$ cat src/rtl/cbt_pkg.sv
`timescale 1ns/1ps
// Shared types for the CAN bit timing generator.
package cbt_pkg;
    // Segment order is behaviour: the sequencer walks them in this order.
    typedef enum logic [1:0] {
        SEG_SYNC = 2'd0,
        SEG_PROP = 2'd1,
        SEG_PH1  = 2'd2,
        SEG_PH2  = 2'd3
    } seg_e;
endpackage

$ cat src/rtl/cbt_prescaler.sv
`timescale 1ns/1ps
// Time-quantum prescaler.
// Produces tq_tick on the last clock of every quantum (qdiv+1 clocks long)
// and tq_first on its first clock. Assumes qdiv is stable while running.
// Held at zero while not running or while restart is high.
module cbt_prescaler #(
    parameter int DIV_W = 6
) (
    input  logic             clk,
    input  logic             rst_n,
    input  logic             run,
    input  logic             restart,
    input  logic [DIV_W-1:0] qdiv,
    output logic             tq_tick,
    output logic             tq_first
);
    logic [DIV_W-1:0] cnt_q;

    // Count clocks inside the current quantum.
    always_ff @(posedge clk) begin
        if (!rst_n || !run || restart) begin
            cnt_q <= '0;
        end else if (cnt_q >= qdiv) begin
            cnt_q <= '0;
        end else begin
            cnt_q <= cnt_q + DIV_W'(1);
        end
    end

    // Quantum boundary strobes.
    always_comb begin
        tq_tick  = run && !restart && (cnt_q >= qdiv);
        tq_first = run && (cnt_q == '0);
    end
endmodule

$ cat src/rtl/cbt_cfg_check.sv
`timescale 1ns/1ps
// Configuration range check.
// Total bit length in quanta = sync(1) + three segments of (field+1).
// Flags the configuration as usable only inside [TQ_MIN, TQ_MAX].
module cbt_cfg_check #(
    parameter int SEG_W  = 3,
    parameter int TQ_MIN = 8,
    parameter int TQ_MAX = 25
) (
    input  logic [SEG_W-1:0] prop_len,
    input  logic [SEG_W-1:0] ph1_len,
    input  logic [SEG_W-1:0] ph2_len,
    output logic             cfg_ok
);
    localparam int SUM_W = SEG_W + 3;
    logic [SUM_W-1:0] total;

    // Sum the nominal bit length and compare to the legal window.
    always_comb begin
        total  = SUM_W'(prop_len) + SUM_W'(ph1_len) + SUM_W'(ph2_len) + SUM_W'(4);
        cfg_ok = (total >= SUM_W'(TQ_MIN)) && (total <= SUM_W'(TQ_MAX));
    end
endmodule

$ cat src/rtl/cbt_seg_seq.sv
`timescale 1ns/1ps
// Bit segment sequencer with resynchronisation.
// Walks sync -> prop -> phase1 -> phase2 per quantum tick. A receive edge in
// prop/phase1 stretches phase1, one in phase2 trims phase2, both capped by
// the jump width; one resync is allowed between sample points.
// Assumes segment fields are stable within a bit and quanta come from
// cbt_prescaler.
module cbt_seg_seq
    import cbt_pkg::*;
#(
    parameter int SEG_W = 3,
    parameter int SJW_W = 2
) (
    input  logic             clk,
    input  logic             rst_n,
    input  logic             run,
    input  logic             hard_sync,
    input  logic             rx_edge,
    input  logic             tq_tick,
    input  logic             tq_first,
    input  logic [SEG_W-1:0] prop_len,
    input  logic [SEG_W-1:0] ph1_len,
    input  logic [SEG_W-1:0] ph2_len,
    input  logic [SJW_W-1:0] jump,
    output logic             tx_pt,
    output logic             sample_pt
);
    localparam int QC_W  = SEG_W + 2;
    localparam int JW    = SJW_W + 1;
    localparam int ERR_W = QC_W + 1;

    seg_e            seg_q;
    logic [QC_W-1:0] qc_q;
    logic [JW-1:0]   ext_q, cut_q;
    logic            synced_q;

    logic [JW-1:0]    jw_tq, ext_new, cut_new, ext_cur, cut_cur;
    logic [ERR_W-1:0] err_late;
    logic [QC_W-1:0]  rem, end_idx;
    logic             edge_ok, edge_early, edge_late, seg_done;

    // Phase error and capped correction for an accepted edge.
    always_comb begin
        jw_tq      = JW'(jump) + JW'(1);
        edge_ok    = run && rx_edge && !hard_sync && !synced_q && (seg_q != SEG_SYNC);
        edge_late  = edge_ok && ((seg_q == SEG_PROP) || (seg_q == SEG_PH1));
        edge_early = edge_ok && (seg_q == SEG_PH2);
        if (seg_q == SEG_PROP)
            err_late = ERR_W'(qc_q) + ERR_W'(1);
        else
            err_late = ERR_W'(prop_len) + ERR_W'(qc_q) + ERR_W'(2);
        ext_new = (err_late > ERR_W'(jw_tq)) ? jw_tq : JW'(err_late);
        rem     = (QC_W'(ph2_len) > qc_q) ? (QC_W'(ph2_len) - qc_q) : '0;
        cut_new = (rem > QC_W'(jw_tq)) ? jw_tq : JW'(rem);
        ext_cur = edge_late  ? ext_new : ext_q;
        cut_cur = edge_early ? cut_new : cut_q;
    end

    // Last quantum index of the current segment and the strobes.
    always_comb begin
        case (seg_q)
            SEG_SYNC: end_idx = '0;
            SEG_PROP: end_idx = QC_W'(prop_len);
            SEG_PH1:  end_idx = QC_W'(ph1_len) + QC_W'(ext_cur);
            default:  end_idx = QC_W'(ph2_len) - QC_W'(cut_cur);
        endcase
        seg_done  = tq_tick && (qc_q >= end_idx);
        sample_pt = seg_done && (seg_q == SEG_PH1);
        tx_pt     = run && (seg_q == SEG_SYNC) && tq_first;
    end

    // Segment state, quantum count and resync bookkeeping.
    always_ff @(posedge clk) begin
        if (!rst_n || !run || hard_sync) begin
            seg_q    <= SEG_SYNC;
            qc_q     <= '0;
            ext_q    <= '0;
            cut_q    <= '0;
            synced_q <= 1'b0;
        end else begin
            if (edge_ok)    synced_q <= 1'b1;
            if (edge_late)  ext_q    <= ext_new;
            if (edge_early) cut_q    <= cut_new;
            if (seg_done) begin
                qc_q <= '0;
                case (seg_q)
                    SEG_SYNC: seg_q <= SEG_PROP;
                    SEG_PROP: seg_q <= SEG_PH1;
                    SEG_PH1: begin
                        seg_q    <= SEG_PH2;
                        synced_q <= 1'b0;
                    end
                    default: begin
                        seg_q <= SEG_SYNC;
                        ext_q <= '0;
                        cut_q <= '0;
                    end
                endcase
            end else if (tq_tick) begin
                qc_q <= qc_q + QC_W'(1);
            end
        end
    end
endmodule

$ cat src/rtl/can_bit_timer.sv
`timescale 1ns/1ps
// CAN bit timing generator top.
// Ties the configuration check, the quantum prescaler and the segment
// sequencer together. Assumes rx_edge is already a one-clock edge pulse
// synchronised to clk.
module can_bit_timer #(
    parameter int DIV_W  = 6,
    parameter int SEG_W  = 3,
    parameter int SJW_W  = 2,
    parameter int TQ_MIN = 8,
    parameter int TQ_MAX = 25
) (
    input  logic             clk,
    input  logic             rst_n,
    input  logic [DIV_W-1:0] qdiv,
    input  logic [SEG_W-1:0] prop_len,
    input  logic [SEG_W-1:0] ph1_len,
    input  logic [SEG_W-1:0] ph2_len,
    input  logic [SJW_W-1:0] jump,
    input  logic             rx_edge,
    input  logic             hard_sync,
    output logic             tx_pt,
    output logic             sample_pt,
    output logic             cfg_err
);
    logic cfg_ok, run, tq_tick, tq_first;

    // Run only out of reset and with a legal configuration.
    always_comb begin
        run     = cfg_ok && rst_n;
        cfg_err = !cfg_ok;
    end

    cbt_cfg_check #(.SEG_W(SEG_W), .TQ_MIN(TQ_MIN), .TQ_MAX(TQ_MAX)) cfg_i (
        .prop_len (prop_len),
        .ph1_len  (ph1_len),
        .ph2_len  (ph2_len),
        .cfg_ok   (cfg_ok)
    );

    cbt_prescaler #(.DIV_W(DIV_W)) pre_i (
        .clk      (clk),
        .rst_n    (rst_n),
        .run      (run),
        .restart  (hard_sync),
        .qdiv     (qdiv),
        .tq_tick  (tq_tick),
        .tq_first (tq_first)
    );

    cbt_seg_seq #(.SEG_W(SEG_W), .SJW_W(SJW_W)) seq_i (
        .clk       (clk),
        .rst_n     (rst_n),
        .run       (run),
        .hard_sync (hard_sync),
        .rx_edge   (rx_edge),
        .tq_tick   (tq_tick),
        .tq_first  (tq_first),
        .prop_len  (prop_len),
        .ph1_len   (ph1_len),
        .ph2_len   (ph2_len),
        .jump      (jump),
        .tx_pt     (tx_pt),
        .sample_pt (sample_pt)
    );
endmodule

$ cat config.mk
export PLATFORM = sky130hd
export DESIGN_NAME = can_bit_timer
export DESIGN_NICKNAME = d
export VERILOG_FILES = /design/src/rtl/cbt_pkg.sv /design/src/rtl/cbt_prescaler.sv /design/src/rtl/cbt_cfg_check.sv /design/src/rtl/cbt_seg_seq.sv /design/src/rtl/can_bit_timer.sv
export SDC_FILE = /design/constraint.sdc
export NUM_CORES = 1
export LEC_CHECK = 0
export BUFFER_PORTS_ARGS = -buffer_cell sky130_fd_sc_hd__clkbuf_2
export CAP_MARGIN = 30
export CORE_MARGIN = 2
export CORE_UTILIZATION = 62
export CTS_BUF_LIST = sky130_fd_sc_hd__clkbuf_2
export DETAILED_ROUTE_END_ITERATION = 8
export GPL_TIMING_DRIVEN = 0
export PLACE_DENSITY_LB_ADDON = 0.15
export SETUP_SLACK_MARGIN = 0.3
export SLEW_MARGIN = 40
export SYNTH_ARGS = -nofsm -noshare
export SYNTH_HDL_FRONTEND = slang
export SYNTH_HIERARCHICAL = 1
export SYNTH_SLANG_ARGS = --single-unit
$ cat constraint.sdc
create_clock -name clk -period 11 [get_ports clk]
set_clock_uncertainty 0.15 [all_clocks]
set_input_delay 2.75 -clock clk [delete_from_list [all_inputs] [get_ports clk]]
set_output_delay 2.75 -clock clk [all_outputs]
set_load 0.1 [all_outputs]
# Word-level counts from Yosys, hierarchy flattened
# Cells that the tools add are included.
[word_totals]
in_bits = 21
reg_bits = 20
wordCells = 72
[classes]
addsub = 12
reduce_logical = 29
eq_ne = 3
n_lt_le_gt_ge = 7
n_mux = 15
[ops]
columns = ["op", "count"]
rows = [
  ["two-way mux 3 bit", 8],
  ["logical AND 1 bit", 15],
  ["one-hot mux 5 bit (3 select lines)", 1],
  ["adder 3 x 3 -> 4 bit", 2],
  ["adder 3 x 5 -> 6 bit", 1],
  ["adder 5 x 1 -> 6 bit, second input constant", 1],
  ["adder 6 x 1 -> 6 bit, second input constant", 1],
  ["adder 6 x 2 -> 6 bit, second input constant", 1],
  ["adder 6 x 3 -> 6 bit", 1],
  ["adder 6 x 3 -> 6 bit, second input constant", 1],
  ["greater-or-equal comparator 6 x 4 -> 1 bit, second input constant", 1],
  ["greater-or-equal comparator 6 bit", 1],
  ["greater-than comparator 6 x 3 -> 1 bit", 1],
  ["less-or-equal comparator 6 x 5 -> 1 bit, second input constant", 1],
  ["zero test 6 bit", 1],
  ["two-way mux 6 bit", 1],
  ["one-hot mux 2 bit (3 select lines)", 1],
  ["adder 5 x 1 -> 5 bit, second input constant", 1],
  ["greater-or-equal comparator 5 bit", 1],
  ["greater-than comparator 3 x 5 -> 1 bit", 1],
  ["greater-than comparator 5 x 3 -> 1 bit", 1],
  ["zero test 1 bit", 5],
  ["two-way mux 5 bit", 1],
  ["subtractor 3 x 5 -> 5 bit", 1],
  ["other kinds (10)", 16],
]

# Logic depth before layout (Yosys ltp)
[depth]
ltp_word = 17
ltp_mapped = 28
depth_no_buf = 28

# Hierarchy
# Netlist, hierarchy kept.
[by_module_without_submodules]
columns = ["mod", "seq_area_each_um2", "n_inst", "area_per_inst_um2", "cells_each"]
rows = [
  ["cbt_seg_seq", 280.3, 1, 1720.4, 206],
  ["cbt_prescaler", 120.1, 1, 421.7, 49],
  ["cbt_cfg_check", 0.0, 1, 152.6, 13],
  ["can_bit_timer", 0.0, 1, 10.0, 2],
]

# Worst setup path before layout
# No wires, ideal clock.
[synth_timing]
path_kind = "in2out"
from = "in prop_len[1]"
to = "out sample_pt"
stages = 22
t_arrival_ps = 8113
n_path_buf = 0
setup_slack_ps = -13
cell_sequence = "fa_1 -> fa_1 -> ha_1 -> fa_1 -> o211ai_2 -> o21a_1 -> and2_1 -> nor4b_4 -> nand2_2 -> or3b_4 -> mux2i_1 -> ha_1 -> inv_1 -> fa_1 -> inv_1 -> a221o_1 -> o21ai_0 -> ha_1 -> a21o_1 -> a21oi_1 -> o21ai_1 -> and2_1"
[synth_via]
elab_chain_len = 17
elab_cells_between_ends = 28
classes_between = "add/sub: 7; order compare: 4; mux: 5; reduce/logical: 12"
[synth_lines]
columns = ["item", "line_no", "text"]
rows = [
  ["start, declared", "can_bit_timer.sv:16", "input logic [SEG_W-1:0] prop_len,"],
  ["adder 3 x 3 -> 4 bit (*)", "cbt_cfg_check.sv:20", "total = SUM_W'(prop_len) + SUM_W'(ph1_len) + SUM_W'(ph2_len) + SUM_W'(4);"],
  ["adder 6 x 3 -> 6 bit (*) (2 in series)", "cbt_cfg_check.sv:20", ""],
  ["greater-or-equal comparator 6 x 4 -> 1 bit / less-or-equal comparator 6 x 5 -> 1 bit (equally long branches)", "cbt_cfg_check.sv:21", "cfg_ok = (total >= SUM_W'(TQ_MIN)) && (total <= SUM_W'(TQ_MAX));"],
  ["logical AND 1 bit (*)", "cbt_cfg_check.sv:21", ""],
  ["named net cfg_ok", "can_bit_timer.sv:26", "logic cfg_ok, run, tq_tick, tq_first;"],
  ["logical AND 1 bit (*)", "can_bit_timer.sv:30", "run = cfg_ok && rst_n;"],
  ["named net run", "can_bit_timer.sv:26", ""],
  ["logical AND 1 bit (4 in series)", "cbt_seg_seq.sv:45", "edge_ok = run && rx_edge && !hard_sync && !synced_q && (seg_q != SEG_SYNC);"],
  ["logical AND 1 bit (on tied branches)", "cbt_seg_seq.sv:47, cbt_seg_seq.sv:46", ""],
  ["two-way mux 3 bit (on tied branches)", "cbt_seg_seq.sv:56, cbt_seg_seq.sv:55", ""],
  ["subtractor 3 x 3 -> 4 bit / adder 3 x 3 -> 4 bit (equally long branches)", "cbt_seg_seq.sv:65, cbt_seg_seq.sv:64", ""],
  ["one-hot mux 5 bit (3 select lines)", "cbt_seg_seq.sv:61", "case (seg_q)"],
  ["greater-or-equal comparator 5 bit", "cbt_seg_seq.sv:67", "seg_done = tq_tick && (qc_q >= end_idx);"],
  ["logical AND 1 bit (*)", "cbt_seg_seq.sv:67", ""],
  ["logical AND 1 bit (*)", "cbt_seg_seq.sv:68", "sample_pt = seg_done && (seg_q == SEG_PH1);"],
  ["end, declared", "can_bit_timer.sv:23", "output logic sample_pt,"],
]
# The timed path passes the listed nets; every way through them passes the cells marked *.

# Worst setup path in the final report
[layout_timing]
from = "in prop_len[2]"
to = "out sample_pt"
# Same word-level chain as after synthesis.

==> summary.txt <==
Run status
  • Outcome: finished clean

Placed design
  • Routability cong.: 0.890
  • DP Wirelength: 4040 um
  • Worst Setup Slack post-DPL: -661 ps
  • Buffers added on ports: 23
  • Standard cell area after detailed placement: 2480 um2

Worst setup path
  • Worst Path Required: 8100 ps
  • Critical path class: in2out
  • CP arrival: 7950 ps
  • Critical Path Source Type: input pin
  • Largest fanout of any net on the critical path: 3
  • Crit path capture type: output pin

STA
  • Max Clk Rate: 92.1 MHz
  • Number of hold violations in the final report: 0
  • Smallest setup slack after layout: 145 ps
  • Setup repair after global routing missed its margin: yes
  • Worst-Margin Slew: 559 ps
  • Tightest hold margin: 357 ps
  • Tightest slew margin relative to the limit: 62.7%
  • Post-layout minimum cycle time: 10,850 ps
  • Final setup violation count: 0
  • Final max-slew violation count: 0
  • Final critical-path share of the clock period: 98.7%

Clocking
  • Insertion delay of the later-clocked pin in the worst-skew pair: 340 ps
  • CTS max path bufs: 2
  • TritonCTS clock tree: built
  • Total clock buffers created by CTS: 3
  • CTS clk-pin slew, worst paths: 200 ps
  • Htree depth: 1
  • CTS root buf: clkbuf_2
  • TritonCTS Sinks: 20

Global route
  • Number of antenna violations at the first check in global routing: 0
  • Maximum number of pins on one net before global-route repair: 13
  • Total congestion overflow: 0
  • Global-route usage over all layers: 25.7%
  • Wire length of the first global-routing pass: 8420 um
  • Vias in the first global route: 1,900

Drt
  • Number of design rule violations left after detail routing: 0
  • Iteration-0 DRC count of the detailed router: 113
  • Number of vias in the routed layout: 2,014
  • Routed wire length: 5030 um
  • Routed vias/inst: 5.71
  • First-pass detailed-route iteration total: 4
  • Final ANT Viol Nets: 0
  • Mean routed wirelength per cell: 14.3 um

Cells and area
  • Net count reported at finish: 377
  • Area growth, synth to finish: 18.0%
  • Count of inserted antenna diode cells: 0
  • Cell area after layout: 2720 um2
  • Fill cell total of the finished layout: 267
  • Proportion of layout cells with a drive suffix above 1: 22.6%

Floorplan
  • Site row count: 22
  • Chip width: 65.0 um
  • DIE AREA: 4220 um2
  • Std-Cell Core Area: 3610 um2
  • Initial cell density of the core: 63.9%
  • Number of top-level pins: 24
  • Die height: 65.0 um

Synthesis
  • Average footprint of a synthesized cell: 8.54 um2
  • Number of nets produced by synthesis: 341
  • Total standard cell area after synthesis: 2300 um2
  • Number of flops mapped to enable cells by yosys: 0
  • Synthesized flop and latch total: 20
  • Dominant register cell in the synthesized netlist: dfxtp_1
  • Post-synthesis async set-or-reset flop share: 0%
  • Count of yosys warnings during synthesis: 6
  • Synthesized instance count: 270
  • Count of cell types in the netlist: 56
  • Register area share after synthesis: 17.4%

Job
  • Max capacitance violation total: 0

Hold path
  • Class of the tightest hold or removal check: reg2reg

Pwr
  • Power density normalized to cell area: 75.5 nW/um2
  • Maximum vdd drop: 0.0830 mV
  • Static power due to leakage: 1.26 nW
  • Post-layout power: 0.205 mW
[routing by layer]
layer | GRT usage, % | routed length, um | vias to the layer above | part of all wire, %
met5 | 0 | 0 | - | 0
met1 | 33.6 | 2360 | 941 | 47
li1 | - | - | 1022 | -
met3 | 3.65 | 191 | 4 | 3.8
met4 | 4.79 | 36 | 0 | 0.72
met2 | 45.1 | 2440 | 47 | 49
[metrics by stage]
step           std cells  TNS, ps  utilization (%)
2_1_floorplan        270        0                -
5_1_grt              353        0             75.4
6_report             353        0             75.4
3_3_place_gp         341     -676             68.8
4_1_cts              350        0             73.4
3_5_place_dp         341     -661             68.8
[critical path, cell delays in order]
cell and delay, ps:
clkbuf_8 110, inv_1 40, ha_1 280, inv_2 40, fa_1 500, ha_2 170
fa_1 440, o211ai_2 80, o21a_1 240, and2_4 180, nor4b_4 230, nand2_2 90
or3b_4 440, mux2i_4 230, ha_4 170, inv_2 30, fa_2 510, inv_1 40
a221o_1 290, o21ai_1 90, ha_1 250, a21o_1 170, a21oi_2 160, o21ai_2 80
and2_4 170, clkbuf_16 190
[cells in the mapped netlist (all sizes together), types with 7 or more instances]
| library cell | instances | share of area [%] |
|---|---|---|
| nand3 | 8 | 1.7 |
| dfxtp | 20 | 17 |
| mux2i | 9 | 4.1 |
| nor2 | 28 | 4.6 |
| o21ai | 10 | 2.2 |
| fa | 7 | 6.1 |
| ha | 43 | 23 |
| inv | 36 | 5.9 |
| nand2 | 8 | 1.4 |
| a21oi | 12 | 2.6 |
[repair_timing]
action,in CTS,in global routing
pin swaps,11,11
setup endpoints to repair,1,1
setup buffers,5,3
cloned,0,0
hold buffers,0,0
gates resized for setup,18,10
[path summary, 6_finish.rpt]
kind	start	cells past startpoint	end	slack, ps
setup / recovery	prop_len[2]	26	sample_pt	150
hold / removal	seq_i/synced_q	2	seq_i/synced_q	360
setup reg to reg	seq_i/qc_q[1]	25	seq_i/ext_q[0]	5020
hold reg to reg	seq_i/synced_q	2	seq_i/synced_q	360
[flip-flops by register name, indices dropped and copies added, names as in the netlist]
signal / count
pre_i/cnt_q: 6
seq_i/cut_q: 3
seq_i/ext_q: 3
seq_i/qc_q: 5
seq_i/seg_q: 2
seq_i/synced_q: 1
[kinds of logic (layout without fill, tap and decap cells)]
kind of cell,Yosys count,after routing,synth area share [%]
AO/OA/AOI/OAI,58,58,17.7
XOR/XNOR,11,11,4.18
adder cells (fa/ha/maj),50,50,29.4
buffers and inverters,40,75,6.62
flip-flops,20,20,17.4
multiplexers,11,11,5.05
AND/OR/NAND/NOR,80,80,19.7
[report_power, final]
part           total, mW  switching [mW]  internal, mW
sequential        0.0733        0.000372        0.0729
combinational     0.0755          0.0451        0.0303
clock             0.0564          0.0250        0.0314
total              0.205          0.0705         0.135
[layout by cell type (no fill, tap or decap), types with 6 or more instances in the layout]
| cell type | Yosys | layout |
|---|---|---|
| nand3_1 | 8 | 8 |
| o21ai_0 | 8 | 7 |
| ha_1 | 43 | 41 |
| mux2i_1 | 8 | 7 |
| dfxtp_1 | 20 | 20 |
| nor2_1 | 28 | 28 |
| a21oi_1 | 12 | 10 |
| nand2_1 | 7 | 7 |
| a21o_1 | 6 | 6 |
| inv_1 | 36 | 33 |
| buf_4 | 0 | 8 |
| clkbuf_2 | 0 | 22 |
[layout make-up]
class,count,area [um2],area share (%)
Clock inverter,1,30.0,1.10
Multi-Input combinational cell,210,1840,67.6
Clock buffer,3,15.0,0.552
Buffer,4,17.5,0.644
Sequential cell,20,400,14.7
Inverter,36,135,4.97
Timing Repair Buffer,31,223,8.19
Tap cell,48,60.1,2.21
Power figures use the tool's default switching activity.
